**src/rtl/cmdport_pkg.sv**
```systemverilog
package cmdport_pkg;

  typedef enum logic [2:0] {
    TGT_NONE,
    TGT_EP,
    TGT_ADDR,
    TGT_MODE,
    TGT_HWCFG,
    TGT_IRQEN,
    TGT_DMACFG,
    TGT_DMACNT
  } tgt_e;

  localparam logic [7:0] CODE_CLEAR = 8'hF6;

  typedef struct packed {
    tgt_e       tgt;
    logic [3:0] idx;
    logic       rd;
    logic [1:0] nwords;
    logic       clear;
  } cmd_s;

  function automatic cmd_s decode_cmd(input logic [7:0] c);
    cmd_s r;
    r.tgt    = TGT_NONE;
    r.idx    = c[3:0];
    r.rd     = c[0];
    r.nwords = 2'd1;
    r.clear  = 1'b0;
    if (c[7:4] == 4'h2) begin
      r.tgt = TGT_EP;
      r.rd  = 1'b0;
    end else if (c[7:4] == 4'h3) begin
      r.tgt = TGT_EP;
      r.rd  = 1'b1;
    end else begin
      case (c[7:1])
        7'h5B:   r.tgt = TGT_ADDR;
        7'h5C:   r.tgt = TGT_MODE;
        7'h5D:   r.tgt = TGT_HWCFG;
        7'h61: begin
          r.tgt    = TGT_IRQEN;
          r.nwords = 2'd2;
        end
        7'h78:   r.tgt = TGT_DMACFG;
        7'h79:   r.tgt = TGT_DMACNT;
        default: r.nwords = 2'd0;
      endcase
    end
    if (c == CODE_CLEAR) r.clear = 1'b1;
    return r;
  endfunction

endpackage

```
**src/rtl/cmdport_decode.sv**
```systemverilog
module cmdport_decode
  import cmdport_pkg::*;
#(
  parameter int CODE_W = 8
) (
  input  logic [CODE_W-1:0] code,
  output cmd_s              dec
);
  always_comb dec = decode_cmd(code);
endmodule

```
**src/rtl/cmdport_seq.sv**
```systemverilog
module cmdport_seq
  import cmdport_pkg::*;
#(
  parameter int DW     = 16,
  parameter int CODE_W = 8
) (
  input  logic              clk,
  input  logic              rst,
  input  logic              cmd_stb,
  input  logic [CODE_W-1:0] cmd_code,
  input  logic              dwr,
  input  logic              drd,
  input  logic [DW-1:0]     din,
  output tgt_e              tgt,
  output logic [3:0]        idx,
  output logic              wr_ok,
  output logic              rd_ok,
  output logic              word_hi,
  output logic [DW-1:0]     stage,
  output logic              clear
);
  localparam logic [1:0] CNT_MAX = 2'd3;

  cmd_s       dec;
  tgt_e       cur_tgt;
  logic [3:0] cur_idx;
  logic       cur_rd;
  logic [1:0] cur_nw;
  logic [1:0] cnt;
  logic       in_win;

  cmdport_decode #(.CODE_W(CODE_W)) u_dec (
    .code (cmd_code),
    .dec  (dec)
  );

  always_ff @(posedge clk) begin
    if (rst) begin
      cur_tgt <= TGT_NONE;
      cur_idx <= '0;
      cur_rd  <= 1'b0;
      cur_nw  <= 2'd0;
      cnt     <= 2'd0;
      stage   <= '0;
    end else if (cmd_stb) begin
      cur_tgt <= dec.tgt;
      cur_idx <= dec.idx;
      cur_rd  <= dec.rd;
      cur_nw  <= dec.nwords;
      cnt     <= 2'd0;
    end else if (dwr || drd) begin
      if (cnt != CNT_MAX) cnt <= cnt + 2'd1;
      if (wr_ok && cnt == 2'd0) stage <= din;
    end
  end

  assign in_win  = (cnt < cur_nw);
  assign wr_ok   = dwr && !cur_rd && in_win;
  assign rd_ok   = drd && cur_rd && in_win;
  assign word_hi = cnt[0];
  assign tgt     = cur_tgt;
  assign idx     = cur_idx;
  assign clear   = cmd_stb && dec.clear;
endmodule

```
**src/rtl/cmdport_regs.sv**
```systemverilog
module cmdport_regs
  import cmdport_pkg::*;
#(
  parameter int DW     = 16,
  parameter int EP_NUM = 16
) (
  input  logic               clk,
  input  logic               clr,
  input  logic               wr_ok,
  input  tgt_e               tgt,
  input  logic [3:0]         idx,
  input  logic               word_hi,
  input  logic [DW-1:0]      din,
  input  logic [DW-1:0]      stage,
  output logic [EP_NUM*DW-1:0] ep_flat,
  output logic [DW-1:0]      dev_addr,
  output logic [DW-1:0]      mode,
  output logic [DW-1:0]      hw_cfg,
  output logic [2*DW-1:0]    irq_en,
  output logic [DW-1:0]      dma_cfg,
  output logic [DW-1:0]      dma_cnt,
  output logic [DW-1:0]      rd_word
);
  localparam int EP_IW = (EP_NUM > 1) ? $clog2(EP_NUM) : 1;

  logic [DW-1:0] ep_q [EP_NUM];
  logic          ep_we;

  assign ep_we = wr_ok && (tgt == TGT_EP);

  for (genvar g = 0; g < EP_NUM; g++) begin : g_ep
    always_ff @(posedge clk) begin
      if (clr) ep_q[g] <= '0;
      else if (ep_we && idx[EP_IW-1:0] == EP_IW'(g)) ep_q[g] <= din;
    end
    assign ep_flat[g*DW +: DW] = ep_q[g];
  end

  always_ff @(posedge clk) begin
    if (clr) begin
      dev_addr <= '0;
      mode     <= '0;
      hw_cfg   <= '0;
      irq_en   <= '0;
      dma_cfg  <= '0;
      dma_cnt  <= '0;
    end else if (wr_ok) begin
      case (tgt)
        TGT_ADDR:   dev_addr <= din;
        TGT_MODE:   mode     <= din;
        TGT_HWCFG:  hw_cfg   <= din;
        TGT_DMACFG: dma_cfg  <= din;
        TGT_DMACNT: dma_cnt  <= din;
        TGT_IRQEN:  if (word_hi) irq_en <= {din, stage};
        default: ;
      endcase
    end
  end

  always_comb begin
    case (tgt)
      TGT_EP:     rd_word = ep_q[idx[EP_IW-1:0]];
      TGT_ADDR:   rd_word = dev_addr;
      TGT_MODE:   rd_word = mode;
      TGT_HWCFG:  rd_word = hw_cfg;
      TGT_IRQEN:  rd_word = word_hi ? irq_en[2*DW-1:DW] : irq_en[DW-1:0];
      TGT_DMACFG: rd_word = dma_cfg;
      TGT_DMACNT: rd_word = dma_cnt;
      default:    rd_word = '0;
    endcase
  end
endmodule

```
**src/rtl/cmd_reg_port.sv**
```systemverilog
module cmd_reg_port
  import cmdport_pkg::*;
#(
  parameter int DW     = 16,
  parameter int EP_NUM = 16,
  parameter int CODE_W = 8
) (
  input  logic                 clk,
  input  logic                 rst,
  input  logic                 cs,
  input  logic                 a0,
  input  logic                 wr,
  input  logic                 rd,
  input  logic [DW-1:0]        din,
  output logic [DW-1:0]        dout,
  output logic [EP_NUM*DW-1:0] ep_cfg,
  output logic [DW-1:0]        dev_addr,
  output logic [DW-1:0]        mode,
  output logic [DW-1:0]        hw_cfg,
  output logic [2*DW-1:0]      irq_en,
  output logic [DW-1:0]        dma_cfg,
  output logic [DW-1:0]        dma_cnt
);
  logic          cmd_stb, dwr, drd;
  tgt_e          tgt;
  logic [3:0]    idx;
  logic          wr_ok, rd_ok, word_hi, clear;
  logic [DW-1:0] stage, rd_word;

  assign cmd_stb = cs && wr && a0;
  assign dwr     = cs && wr && !a0;
  assign drd     = cs && rd && !wr && !a0;

  cmdport_seq #(.DW(DW), .CODE_W(CODE_W)) u_seq (
    .clk      (clk),
    .rst      (rst),
    .cmd_stb  (cmd_stb),
    .cmd_code (din[CODE_W-1:0]),
    .dwr      (dwr),
    .drd      (drd),
    .din      (din),
    .tgt      (tgt),
    .idx      (idx),
    .wr_ok    (wr_ok),
    .rd_ok    (rd_ok),
    .word_hi  (word_hi),
    .stage    (stage),
    .clear    (clear)
  );

  cmdport_regs #(.DW(DW), .EP_NUM(EP_NUM)) u_regs (
    .clk      (clk),
    .clr      (rst || clear),
    .wr_ok    (wr_ok),
    .tgt      (tgt),
    .idx      (idx),
    .word_hi  (word_hi),
    .din      (din),
    .stage    (stage),
    .ep_flat  (ep_cfg),
    .dev_addr (dev_addr),
    .mode     (mode),
    .hw_cfg   (hw_cfg),
    .irq_en   (irq_en),
    .dma_cfg  (dma_cfg),
    .dma_cnt  (dma_cnt),
    .rd_word  (rd_word)
  );

  assign dout = rd_ok ? rd_word : '0;
endmodule

```
**config.mk**
```make
export PLATFORM = sky130hd
export DESIGN_NAME = cmd_reg_port
export DESIGN_NICKNAME = d
export VERILOG_FILES = /design/src/rtl/cmdport_pkg.sv /design/src/rtl/cmdport_decode.sv /design/src/rtl/cmdport_seq.sv /design/src/rtl/cmdport_regs.sv /design/src/rtl/cmd_reg_port.sv
export SDC_FILE = /design/constraint.sdc
export NUM_CORES = 1
export LEC_CHECK = 0
export BUFFER_PORTS_ARGS = -buffer_cell sky130_fd_sc_hd__buf_2
export CORE_UTILIZATION = 30
export CTS_CLUSTER_DIAMETER = 60
export DETAILED_ROUTE_END_ITERATION = 10
export PLACE_DENSITY_LB_ADDON = 0.05
export SLEW_MARGIN = 20
export SYNTH_ARGS = -nofsm -noshare
export SYNTH_HDL_FRONTEND = slang
export SYNTH_SLANG_ARGS = --single-unit
```
**constraint.sdc**
```tcl
create_clock -name clk -period 3.2 [get_ports clk]
set_input_delay 0.8 -clock clk [delete_from_list [all_inputs] [get_ports clk]]
set_output_delay 0.8 -clock clk [all_outputs]
set_load 0.005 [all_outputs]
```
# [Word level (Yosys, flattened, before mapping)]
# Memory sizes are Yosys's and may differ from the RTL's. A register that Yosys moved wholly into a read port is not among the register bits.
# Index checks and enable logic that the tools add are counted.
[word_totals] register_bits=140 ram_bits=256 input_bits=22 output_inout_bits=384 word_cells=190 mem_count=1
[mem_list] name="u_regs.ep_q" words=16 width=16 rd=17 rd_clocked_by_memory_dff=1 wr=16 line_no="cmdport_regs.sv:26" source="logic [DW-1:0] ep_q [EP_NUM];"
[op_classes] n_addsub=1 magnitude_cmp=1 eq_ne=32 n_mux=80 bitwise_logic=17 reduce_logical=46
[ops] cell="$mux 16" count=18
[ops] cell="$pmux 16 s7" count=1
[ops] cell="$mux 1" count=53
[ops] cell="$eq 7x7->1 const B" count=6
[ops] cell="$eq 4x4->1 const B" count=8
[ops] cell="$logic_and 1x1->1" count=29
[ops] cell="$pmux 3 s6" count=1
[ops] cell="$eq 4x2->1 const B" count=4
[ops] cell="$eq 4x3->1 const B" count=4
[ops] cell="$or 1x1->1" count=16
[ops] cell="$eq 3x3->1 const B" count=4
[ops] cell="$reduce_and 2->1" count=6
[ops] cell="$eq 8x8->1 const B" count=1
[ops] cell="$mux 4" count=2
[ops] cell="$eq 3x2->1 const B" count=2
[ops] cell="$mux 3" count=2
[ops] cell="$reduce_and 3->1" count=2
[ops] cell="$reduce_or 5->1" count=1
[ops] cell="$eq 4x1->1 const B" count=1
[ops] cell="$logic_not 4->1" count=1
[ops] cell="$mux 2" count=2
[ops] cell="$pmux 2 s2" count=1
[ops] cell="$eq 3x1->1 const B" count=1
[ops] cell="$logic_not 1->1" count=3
[ops] cell="7 further kinds" count=8

# [Longest topological paths before layout]
# Gate-level depths: netlist (run 1).
[logic_depth] depth_word=10 ltp_mapped=8 ltp_nobuf=6

# [Modules after synthesis]
# From an unflattened synthesis (run 1), not the netlist that was laid out.
[unflattened] cells_unflattened=1516 hier_area_um2=18091.1
[by_module_without_submodules] mod="cmdport_regs" instances=1 cells_each=1346 area_each_um2=16473.3 seq_area_each_um2=9929.5
[by_module_without_submodules] mod="cmdport_seq" instances=1 cells_each=122 area_each_um2=1255.0 seq_area_each_um2=560.5
[by_module_without_submodules] mod="cmdport_decode" instances=1 cells_each=27 area_each_um2=202.7 seq_area_each_um2=0.0
[by_module_without_submodules] mod="cmd_reg_port" instances=1 cells_each=21 area_each_um2=160.2 seq_area_each_um2=0.0

# [Least setup slack after synthesis (run 1)]
# No wires, ideal clock.
[synth_path] path_kind="input-to-reg" from="in a0" to="mem u_regs.ep_q[6][0], enable pin" setup_ns=0.411 arrival_time_ns=2.955 required_ns=2.789 path_slack_ns=-0.166 stages=5 path_buffers=1 path_cell_list="nor3b_2 > o2111a_1 > buf_2 > nand3b_1 > o21ai_0"
[synth_lines] element="from (decl)" line_no="cmd_reg_port.sv:11" source="input logic a0,"
[synth_lines] element="to (decl)" line_no="cmdport_regs.sv:26"

==> metrics.md, run 1 <==
| Metric | Value |
|---|---|
| Maximum vdd ir drop | 0.000348 V |
| Core Box Area | 60200 um^2 |
| Dpl cell area | 21700 um^2 |
| Area Overhead vs Synth | 30.7% |
| Clk sinks | 400 |
| Worst-path maximum fanout | 10 |
| Min-Delay Path Depth | 2 |
| CTS tree | done |
| Via count | 15268 |
| Tmin final | 3.51 ns |
| Layout cells sized above 1 | 36.6% |
| Final wirelength | 81.3 mm |
| RSZ-0062 raised after global routing | yes |
| Antenna viol nets, final | 0 |
| Fin. Hold Viols | 0 |
| Clock Latency Late Sink | 0.60 ns |
| Layout net count | 2010 |
| Fin cells | 2807 |
| Flops & latches, synth | 400 |
| Clk root buf | clkbuf_16 |
| Residual DRC count | 0 |
| Dominant cell type by area after synthesis | edfxtp_1 |
| Max_slew headroom | 38.6% |
| Clk_skew | 0.0289 ns |
| Top cells by area, synth | edfxtp_1 (42%), dfxtp_1 (16%), mux4_2 (8.5%), and3_1 (6.2%), a21oi_1 (3.3%) |
| Fmax | 0.285 GHz |
| Dpl cells | 2697 |
| Status | finished, violations left |
| Violated checks | negative setup slack |
| Synth Net Count | 1598 |
| Top Ports | 406 |
| Largest net degree at the start of global routing | 113 |
| GRT Total Usage | 25.6% |
| Leakage | 9.81 nW |
| # fillers | 5826 |
| Final Cycle Share | 110% |
| Syn Inst Count | 1573 |
| # H-tree levels | 2 |
| Sequential area share after synthesis | 57.9% |
| Vias in the first global route | 14789 |
| Ys Warns | 0 |
| EDFF count, synth | 256 |
| Initial antenna violation count | 6 |
| WL/cell | 29.0 um |
| Initial Util | 30.3% |
| First-pass GRT wire length | 114 mm |
| Worst Setup Slack, final | -0.308 ns |
| DRT iter0 DRCs | 1064 |
| Synthesized area | 18300 um^2 |
| Clock buffer depth | 3 |
| Element type at the critical path start | flip-flop |
| Crit path DAT | 2.71 ns |
| Register Area | 10600 um^2 |
| Netlist cell types | 58 |
| Slew Limit Fails | 0 |
| RD Place Congestion | 0.861 |
| Remaining global-route overflow | 0 |
| Row count | 90 |
| Die outline height | 249 um |
| Die width | 249 um |
| Post-route design area | 23900 um^2 |
| Asr flop ratio synth | 0% |
| CP Class | flip-flop to primary output |
| PortBufs | 405 |
| Die footprint | 61900 um^2 |
| Worst slack at placement | -0.215 ns |
| Final core utilization | 39.6% |
| Crit path capture type | primary output |
| Top_reg_cell synth | edfxtp_1 |
| Multi-input logic area | 7290 um^2 |
| Max Cap Violations | 0 |
| Worst slew pin tran | 0.920 ns |
| Setup violators final | 16 |
| Mean post-synth cell area | 11.6 um^2 |
| Post-DR vias/cell | 5.44 |
| Data required, critical path | 2.40 ns |
| DP HPWL | 56.4 mm |
| Initial DRT Pass Iterations | 5 |
| Worst-path clk slew | 0.06 ns |
| Top-area cell type share of the netlist area | 42.1% |
| Total CTS buffers | 48 |
| Worst reg2reg path depth | 7 |
| Hold Crit Class | flip-flop to flip-flop |
| Power per cell area | 501 nW/um^2 |
[cells in the final DEF, fill, tap and decap left out, types with 6 or more instances in the layout]
cell type / instances
a211oi_1: 9
a21oi_1: 114
a21oi_2: 6
a22o_1: 19
a22o_4: 7
and2_1: 9
and3_1: 182
buf_12: 27
buf_2: 405
buf_4: 87
buf_6: 13
clkbuf_1: 12
clkbuf_16: 50
clkinv_1: 12
clkinv_2: 8
dfxtp_1: 140
edfxtp_1: 256
mux2i_1: 58
mux4_2: 69
nand2_1: 88
nand2b_1: 8
nand3_1: 67
nand4_1: 16
nor2_1: 113
nor2b_1: 14
nor3_1: 15
o21ai_0: 77
o21ai_1: 19
o21ai_2: 9
[what timing repair did]
item	CTS	global route
setup endpoints to repair	16	16
cloned	4	0
hold buffers	0	0
setup buffers	13	5
pin swaps	7	5
gates resized for setup	76	13
hold endpoints to repair	0	0
[synth_stat cells (6+ instances only)]
library cell	count
nor3_1	15
nand3_1	68
and3_1	182
nand2_1	88
buf_2	34
nor2b_1	14
nor2_1	117
a21oi_1	120
buf_1	17
clkbuf_1	122
o21ai_0	105
nand2b_1	8
nand4_1	16
inv_1	7
a22o_1	30
a211oi_1	9
edfxtp_1	256
mux2i_1	59
mux2_2	6
dfxtp_1	144
and2_1	9
mux4_2	69
[final cells by class]
type / instances / share of cell area (%)
clock inverters: 26 / 0.871
inverters: 7 / 0.126
flip-flops and latches: 400 / 44.3
well taps: 782 / 4.10
diodes: 2 / 0.0210
multi-input cells: 992 / 30.5
repair buffers: 536 / 14.6
clock buffers: 62 / 5.43
[registers in the layout, summed over array words and instances, names as in the netlist, 16 cells and up, named ones only]
| register | flops |
|---|---|
| u_regs.ep_q | 256 |
| u_regs.irq_en | 32 |
| u_regs.dev_addr | 16 |
| u_regs.dma_cfg | 16 |
| u_regs.dma_cnt | 16 |
| u_regs.hw_cfg | 16 |
| u_regs.mode | 16 |
| u_seq.stage | 16 |
[logic make-up (layout without fill, tap and decap cells)]
| group | after synthesis | in the layout | synth area share [%] |
|---|---|---|---|
| adders and majority gates | 3 | 3 | 0.206 |
| DFF | 400 | 400 | 57.9 |
| and+or+nand+nor | 543 | 543 | 15.5 |
| xor gates and xnor gates | 2 | 2 | 0.0960 |
| buffers and inverters | 181 | 631 | 4.00 |
| AOI/OAI and AO/OA | 310 | 310 | 10.2 |
| muxes | 134 | 134 | 12.1 |
| other | 0 | 2 | 0 |
[critical path, cell delays in order (launching register included)]
cell and delay (ns):
dfxtp_4 0.37, buf_12 0.12, buf_12 0.14, buf_4 0.12, mux4_2 0.48, a22o_1 0.25, o21ai_4 0.29, a31oi_2 0.16
buf_2 0.18
[per-layer routing]
metal	vias up	routed length [um]	global-route usage (%)
li1	6735	-	-
met2	612	38700	42.0
met4	4	1540	5.29
met5	-	22	0
met3	92	5360	4.79
met1	7825	35700	35.1
[report_power, final]
part           internal, W  total (W)  leakage (nW)  switching, W
clock              0.00309    0.00533         0.734       0.00224
sequential         0.00560    0.00571          3.81      0.000110
combinational     0.000332   0.000905          5.27      0.000573
[final timing paths]
check                           slack [ns]            start                 to
worst max-delay path                 -0.31        flip-flop            dout[9]
worst min-delay path                  0.45  u_seq.stage[11]  u_regs.irq_en[11]
worst max register to register        0.68     u_seq.tgt[2]  u_regs.ep_q[9][1]
worst min register to register        0.45  u_seq.stage[11]  u_regs.irq_en[11]
[stage by stage]
stage	hold WS, ns	setup TNS, ns	total power, W
floorplan	0.432	-22.24	0.00613
detailed placement	0.443	-0.216	0.00667
CTS	0.455	-3.90	0.0121
global route	0.474	-4.68	0.0123
finish	0.449	-3.43	0.0119
global placement	0.441	-0.183	0.00667
Power figures use the tool's default switching activity.
==> inputs of run 2 (changes only) <==
- CELL_PAD_IN_SITES_DETAIL_PLACEMENT: unset -> 1
- CELL_PAD_IN_SITES_GLOBAL_PLACEMENT: unset -> 1
==> run 2 against run 1 <==
Sequential power barely moved. Clock-buffer cell count rose by 5. Register-to-register slack got worse by 0.14 ns. Sequential share of layout area shrank 0.35 points. Fmax up 0.62%. Final cell count rose by 0.21%. The flow still finishes with violations (negative setup slack). Clock power increased by 4.5%.
==> metrics.md, run 2 (synthesis results as in run 1) <==
| Metric | Value |
|---|---|
| Multi-input logic area | 7350 um^2 |
| Die outline height | 249 um |
| Tmin final | 3.49 ns |
| Clk sinks | 400 |
| Leakage | 9.94 nW |
| Remaining global-route overflow | 0 |
| First-pass GRT wire length | 118 mm |
| Status | finished, violations left |
| Core Box Area | 60200 um^2 |
| Via count | 15309 |
| CTS tree | done |
| Violated checks | negative setup slack |
| R2R setup slack | 0.54 ns |
| Commonest non-fill, non-tap cell in the layout | buf_2 |
| Worst R2R Start | u_seq.cur_nw[1] |
| Die width | 249 um |
| Hold path endpoint | u_regs.irq_en[2] |
| Most frequent cells in the layout | buf_2 (404), edfxtp_1 (256), and3_1 (182), dfxtp_1 (138) |
| Clock Latency Late Sink | 0.58 ns |
| GRT Total Usage | 26.4% |
| Initial Util | 30.3% |
| # fillers | 6507 |
| Area Overhead vs Synth | 31.8% |
| Final wirelength | 83.8 mm |
| Vias in the first global route | 15937 |
| PortBufs | 405 |
| R2r endpoint | u_regs.ep_q[5][8] |
| Fin. Hold Viols | 0 |
| Data required, critical path | 2.40 ns |
| Setup violators final | 16 |
| Final Cycle Share | 109% |
| Crit path capture type | primary output |
| Min-delay src | u_seq.stage[2] |
| Total CTS buffers | 50 |
| Worst-path clk slew | 0.06 ns |
| Layout cells sized above 1 | 37.2% |
| Row count | 90 |
| Worst-path maximum fanout | 8 |
| Worst slack at placement | 0.0491 ns |
| Worst slew pin tran | 1.02 ns |
| Number of flip-flops in the largest register | 256 |
| Final core utilization | 40.0% |
| Min-Delay Path Depth | 2 |
| Dpl cells | 2714 |
| # H-tree levels | 2 |
| Antenna viol nets, final | 0 |
| Fmax | 0.287 GHz |
| Power per cell area | 506 nW/um^2 |
| CP Class | flip-flop to primary output |
| RD Place Congestion | 0.855 |
| Layout net count | 2018 |
| Element type at the critical path start | flip-flop |
| WL/cell | 29.8 um |
| Largest net degree at the start of global routing | 113 |
| Slew Limit Fails | 0 |
| Biggest register | u_regs.ep_q |
| DRT iter0 DRCs | 1211 |
| Clk_skew | 0.0164 ns |
| Die footprint | 61900 um^2 |
| Post-DR vias/cell | 5.44 |
| Initial DRT Pass Iterations | 7 |
| Worst Setup Slack, final | -0.286 ns |
| Max Cap Violations | 0 |
| Top Ports | 406 |
| Crit path DAT | 2.69 ns |
| Clk root buf | clkbuf_16 |
| Worst reg2reg path depth | 9 |
| Max_slew headroom | 31.9% |
| Tot Pwr | 0.0122 W |
| Register Area | 10600 um^2 |
| Maximum vdd ir drop | 0.000348 V |
| Fin cells | 2813 |
| Clock buffer depth | 3 |
| Setup TNS | -3.32 ns |
| Hold Crit Class | flip-flop to flip-flop |
| Residual DRC count | 0 |
| Initial antenna violation count | 6 |
| RSZ-0062 raised after global routing | yes |
| Top Registers | u_regs.ep_q: 256 flops, u_regs.irq_en: 32 flops |
| DP HPWL | 58.6 mm |
[run 2: how the worst max path moves through the flow]
stage | slack (ns) | cells after the start | from | to
after floorplan | -0.17 | 5 | a0 | u_regs.ep_q[6][0]
after global placement | 0.05 | 6 | flip-flop | dout[6]
after detailed placement | 0.05 | 7 | a0 | dout[12]
after CTS | -0.30 | 8 | flip-flop | dout[0]
after global routing | -0.35 | 8 | flip-flop | dout[9]
final | -0.29 | 8 | flip-flop | dout[9]
[run 2: through the flow]
stage / area [um^2] / hold slack [ns]
floorplan: 18300 / 0.432
global placement: 21900 / 0.442
detailed placement: 21900 / 0.447
CTS: 23900 / 0.455
global route: 24100 / 0.467
finish: 24100 / 0.451
[run 2: cell type report]
type	instances	share of cell area (%)
flip-flops and latches	400	44.0
multi-input cells	992	30.6
repair buffers	542	14.7
clock buffers	67	5.86
well taps	782	4.07
clock inverters	22	0.759
inverters	7	0.120
diodes	1	0.0104
[run 2: critical path, cell delays in order (launching register included)]
cell	delay, ns
dfxtp_4	0.40
buf_12	0.16
buf_16	0.15
mux4_2	0.58
a22o_1	0.22
o21ai_2	0.19
buf_6	0.15
a31oi_2	0.10
buf_2	0.16
[run 2: where the power goes]
group	leakage, nW	internal (W)	total, W	switching, W
Sequential	3.81	0.00560	0.00571	0.000116
Clock	0.776	0.00331	0.00557	0.00226
Combinational	5.36	0.000334	0.000901	0.000567
Total	9.94	0.00924	0.0122	0.00294
[run 2: what timing repair did]
item	4_1_cts	5_1_grt
pin swaps	18	16
hold buffers	0	0
resized for setup	82	16
setup endpoints to repair	16	16
buffers inserted	3	3
cloned	2	2
[run 2: layer usage]
metal | track usage [%] | wire, um
met4 | 10.4 | 3470
met2 | 42.3 | 39200
met5 | 0 | 10
met1 | 34.9 | 35700
met3 | 5.73 | 5370
